## config.mk

```make
export PLATFORM = sky130hd
export DESIGN_NAME = mem_space_decoder
export DESIGN_NICKNAME = d
export VERILOG_FILES = /design/src/rtl/msd_pkg.sv /design/src/rtl/msd_mode_latch.sv /design/src/rtl/msd_code_dec.sv /design/src/rtl/msd_data_dec.sv /design/src/rtl/mem_space_decoder.sv
export SDC_FILE = /design/constraint.sdc
export NUM_CORES = 1
export LEC_CHECK = 0
export ABC_AREA = 0
export CAP_MARGIN = 20
export CORE_AREA = 2 2 39 41
export CTS_CLUSTER_SIZE = 20
export DETAILED_ROUTE_END_ITERATION = 8
export DIE_AREA = 0 0 41 43
export SYNTH_ARGS = -nofsm -noshare
export SYNTH_HDL_FRONTEND = slang
export SYNTH_HIERARCHICAL = 1
export SYNTH_SLANG_ARGS = --single-unit
```

## constraint.sdc

```tcl
create_clock -name clk -period 7.9 [get_ports clk]
set_input_delay 2.37 -clock clk [delete_from_list [all_inputs] [get_ports clk]]
set_output_delay 2.37 -clock clk [all_outputs]
set_load 0.05 [all_outputs]
```

## src/rtl/msd_pkg.sv

```systemverilog
`timescale 1ns/1ps
package msd_pkg;
  typedef enum logic {
    MODE_SPLIT   = 1'b0,
    MODE_ALL_EXT = 1'b1
  } code_mode_e;

  typedef struct packed {
    logic ext;
    logic rom;
    logic sram;
    logic io;
  } sel_t;

  function automatic int overlay_bytes(input int ram_bytes);
    return (ram_bytes > 256) ? (ram_bytes - 256) : 0;
  endfunction
endpackage

```

## src/rtl/msd_mode_latch.sv

```systemverilog
`timescale 1ns/1ps
module msd_mode_latch
  import msd_pkg::*;
(
  input  logic       clk,
  input  logic       rst_n,
  input  logic       pin,
  output code_mode_e mode
);
  // Tracks the pin only while reset is held, then freezes.
  always_ff @(posedge clk) begin
    if (!rst_n) mode <= pin ? MODE_ALL_EXT : MODE_SPLIT;
  end
endmodule

```

## src/rtl/msd_code_dec.sv

```systemverilog
`timescale 1ns/1ps
module msd_code_dec
  import msd_pkg::*;
#(
  parameter int ADDR_W         = 16,
  parameter int CODE_INT_BYTES = 4096,
  parameter bit MERGE          = 1'b0
) (
  input  code_mode_e        mode,
  input  logic              active,
  input  logic [ADDR_W-1:0] addr,
  output sel_t              sel
);
  localparam logic [31:0] LIMIT = CODE_INT_BYTES;
  localparam int PAD = 32 - ADDR_W;

  logic above;
  logic ext;
  assign above = {{PAD{1'b0}}, addr} >= LIMIT;
  assign ext   = active && ((mode == MODE_ALL_EXT) || above);

  generate
    if (MERGE) begin : g_merged
      always_comb begin
        sel.ext  = ext;
        sel.rom  = 1'b0;
        sel.sram = ext && !addr[ADDR_W-1];
        sel.io   = ext &&  addr[ADDR_W-1];
      end
    end else begin : g_split
      always_comb begin
        sel.ext  = ext;
        sel.rom  = ext;
        sel.sram = 1'b0;
        sel.io   = 1'b0;
      end
    end
  endgenerate
endmodule

```

## src/rtl/msd_data_dec.sv

```systemverilog
`timescale 1ns/1ps
module msd_data_dec
  import msd_pkg::*;
#(
  parameter int ADDR_W        = 16,
  parameter int INT_RAM_BYTES = 1024
) (
  input  logic              active,
  input  logic              aux_off,
  input  logic [ADDR_W-1:0] addr,
  output sel_t              sel
);
  localparam int OVL = overlay_bytes(INT_RAM_BYTES);
  localparam int PAD = 32 - ADDR_W;

  logic in_ovl;
  generate
    if (OVL > 0) begin : g_ovl
      localparam logic [31:0] OVL_LIM = OVL;
      assign in_ovl = {{PAD{1'b0}}, addr} < OVL_LIM;
    end else begin : g_no_ovl
      assign in_ovl = 1'b0;
    end
  endgenerate

  logic ext;
  assign ext = active && !(in_ovl && !aux_off);

  always_comb begin
    sel.ext  = ext;
    sel.rom  = 1'b0;
    sel.sram = ext && !addr[ADDR_W-1];
    sel.io   = ext &&  addr[ADDR_W-1];
  end
endmodule

```

## src/rtl/mem_space_decoder.sv

```systemverilog
`timescale 1ns/1ps
module mem_space_decoder
  import msd_pkg::*;
#(
  parameter int ADDR_W         = 16,
  parameter int CODE_INT_BYTES = 4096,
  parameter int INT_RAM_BYTES  = 1024,
  parameter bit MERGE          = 1'b0
) (
  input  logic              clk,
  input  logic              rst_n,
  input  logic              ext_code_pin,
  input  logic              aux_ram_off,
  input  logic              is_code,
  input  logic [ADDR_W-1:0] addr,
  input  logic              psen_n,
  input  logic              rd_n,
  input  logic              wr_n,
  input  logic              hi_port_b7,
  output logic              ext_sel,
  output logic              rom_sel,
  output logic              sram_sel,
  output logic              io_sel,
  output logic              merged_rd_n
);
  code_mode_e code_mode;
  logic       code_act;
  logic       data_act;
  sel_t       c_sel;
  sel_t       d_sel;

  assign code_act = is_code && !psen_n;
  assign data_act = !is_code && (!rd_n || !wr_n);

  msd_mode_latch u_mode (
    .clk  (clk),
    .rst_n(rst_n),
    .pin  (ext_code_pin),
    .mode (code_mode)
  );

  msd_code_dec #(
    .ADDR_W        (ADDR_W),
    .CODE_INT_BYTES(CODE_INT_BYTES),
    .MERGE         (MERGE)
  ) u_code (
    .mode  (code_mode),
    .active(code_act),
    .addr  (addr),
    .sel   (c_sel)
  );

  msd_data_dec #(
    .ADDR_W       (ADDR_W),
    .INT_RAM_BYTES(INT_RAM_BYTES)
  ) u_data (
    .active (data_act),
    .aux_off(aux_ram_off),
    .addr   (addr),
    .sel    (d_sel)
  );

  always_comb begin
    ext_sel = c_sel.ext || d_sel.ext;
    rom_sel = c_sel.rom;
    io_sel  = c_sel.io || d_sel.io;
    // Between accesses the SRAM enable follows the idle upper-port bit.
    if (code_act || data_act) sram_sel = c_sel.sram || d_sel.sram;
    else                      sram_sel = !hi_port_b7;
  end

  generate
    if (MERGE) begin : g_mrg
      assign merged_rd_n = psen_n && rd_n;
    end else begin : g_sep
      assign merged_rd_n = 1'b1;
    end
  endgenerate
endmodule

```

==> run metrics <==
status finished, final reports clean; P_leak 0.145 nW; DR vias/cell 3.64; Hold Fails Final Rpt 0; unrepaired setup endpoints after global routing no; worst hold start ext_code_pin; switch share 0.381; count of pins over their slew limit 0; pwr/cell area 77.5 nW/um^2; Routed WL per cell 7.34 um; Core Util, Final 0.271; sequential power share 0.223; maximum VDD drop 0.0299 mV; # IOs 30; dpl hpwl ~400 um; starting density of the core 0.142; largest net degree at the start of global routing 5; Worst EP required ~5.5 ns; clock power share 0; Core ar. ~1400 um^2; Setup Crit Path Kind primary input to output port; Syn. warnings 6; gr usage total 0.0471; Hold Slack roughly 2.9 ns; DRT antenna net count 0; vias in the first global route 193; Row Count 14; layout cells sized above 1 0.0698; die area 1760 um^2; Syn-to-layout area delta 91.1%; cells after synthesis 28; global route overflow 0; max FFs per register 1; startpoint types primary input; crit share post-route 0.867; Max-cap violations 0; DRT Wirelength 433 um; average cell area after synthesis ~7 um^2; Post-CTS Setup Inserts 0; CTS resizes 0; DP Area 375 um^2; Internal between 0.015 and 0.02 mW; final RePlAce weighted congestion between 0.5 and 0.6; Design Area, Final 375 um^2; chip width about 40 um; via count around 220; fill cell count 155; CP arrival 4.48 ns; drt first pass iters 3; largest fanout on the critical path 2; fin crit period 6.85 ns; DRC errors left 0; Mapped Area 196 um^2; NetSw ~0.011 mW; chip height 43 um; Gate power share 0.777; final setup vio count 0; diodes inserted 0; I/O Buffers 20; Min-Delay Path Depth 1; Hold Path Class primary input to register; Final #Nets 70; setup TNS 0 ns; clk slew on worst S/H paths 0 ns; Crit. End Element output port; DR iter-0 viols 1; initial antenna violation count 0; max frequency 0.146 GHz; Largest Register u_mode/mode; first-pass GRT wire length 627 um; WHS Endpoint u_mode/mode; top flop regs u_mode/mode: 1 flops; Hold-fix buffers, CTS 0
[how the worst max path moves through the flow]
stage	end	slack, ns	startpoint	cells past startpoint
floorplan	ext_sel	1.96	addr[14]	4
global placement	ext_sel	1.05	addr[14]	5
detailed placement	ext_sel	1.06	addr[14]	5
CTS	ext_sel	1.05	addr[14]	5
global route	ext_sel	0.99	addr[14]	5
finish	ext_sel	1.05	addr[12]	5
[stage by stage]
stage / power [mW] / worst slack [ns] / instances
5_1_grt: 0.0305 / 0.988 / 59
6_report: 0.0291 / 1.05 / 59
3_5_place_dp: 0.0292 / 1.06 / 59
3_3_place_gp: 0.0291 / 1.05 / 59
4_1_cts: 0.0293 / 1.05 / 59
2_1_floorplan: 0.0194 / 1.96 / 29
[final cells by class]
class	count	area (um^2)	area share
repair buffers	20	200	0.533
multi-input cells	19	114	0.303
flip-flops and latches	1	30.0	0.0800
well taps	16	20.0	0.0533
inverters	3	11.3	0.0300
[power groups by stage]
stage	clock network, mW	registers [mW]	logic, mW
finish	0	0.00647	0.0226
global route	0	0.00648	0.0240
CTS	0	0.00647	0.0228
detailed placement	0	0.00647	0.0227
global placement	0	0.00648	0.0226
floorplan	0	0.00646	0.0129
[cells in the final DEF (no fill, tap or decap)]
cell / count
edfxtp_1: 1
or2_2: 2
nor2_1: 2
o21ai_1: 1
nor4_2: 1
inv_1: 3
a31oi_1: 1
nor2b_1: 1
o21a_1: 1
or4_1: 1
a21oi_1: 1
mux2i_1: 1
a211oi_1: 2
clkdlybuf4s50_1: 20
nand2_1: 2
conb_1: 3
[critical path, stage by stage]
cell and delay [ns]:
clkdlybuf4s50_1 0.43, or4_1 0.52, o21a_1 0.19, or2_2 0.26
clkdlybuf4s50_1 0.70
[routing by layer]
| metal | vias up | GRT usage | part of all wire |
|---|---|---|---|
| met4 | 0 | 0 | 0 |
| met3 | 0 | 0.00524 | 0.18 |
| met2 | 17 | 0.0875 | 0.40 |
| met1 | 82 | 0.0575 | 0.42 |
| li1 | 116 | - | - |
| met5 | - | 0 | 0 |
Power figures use the tool's default switching activity.
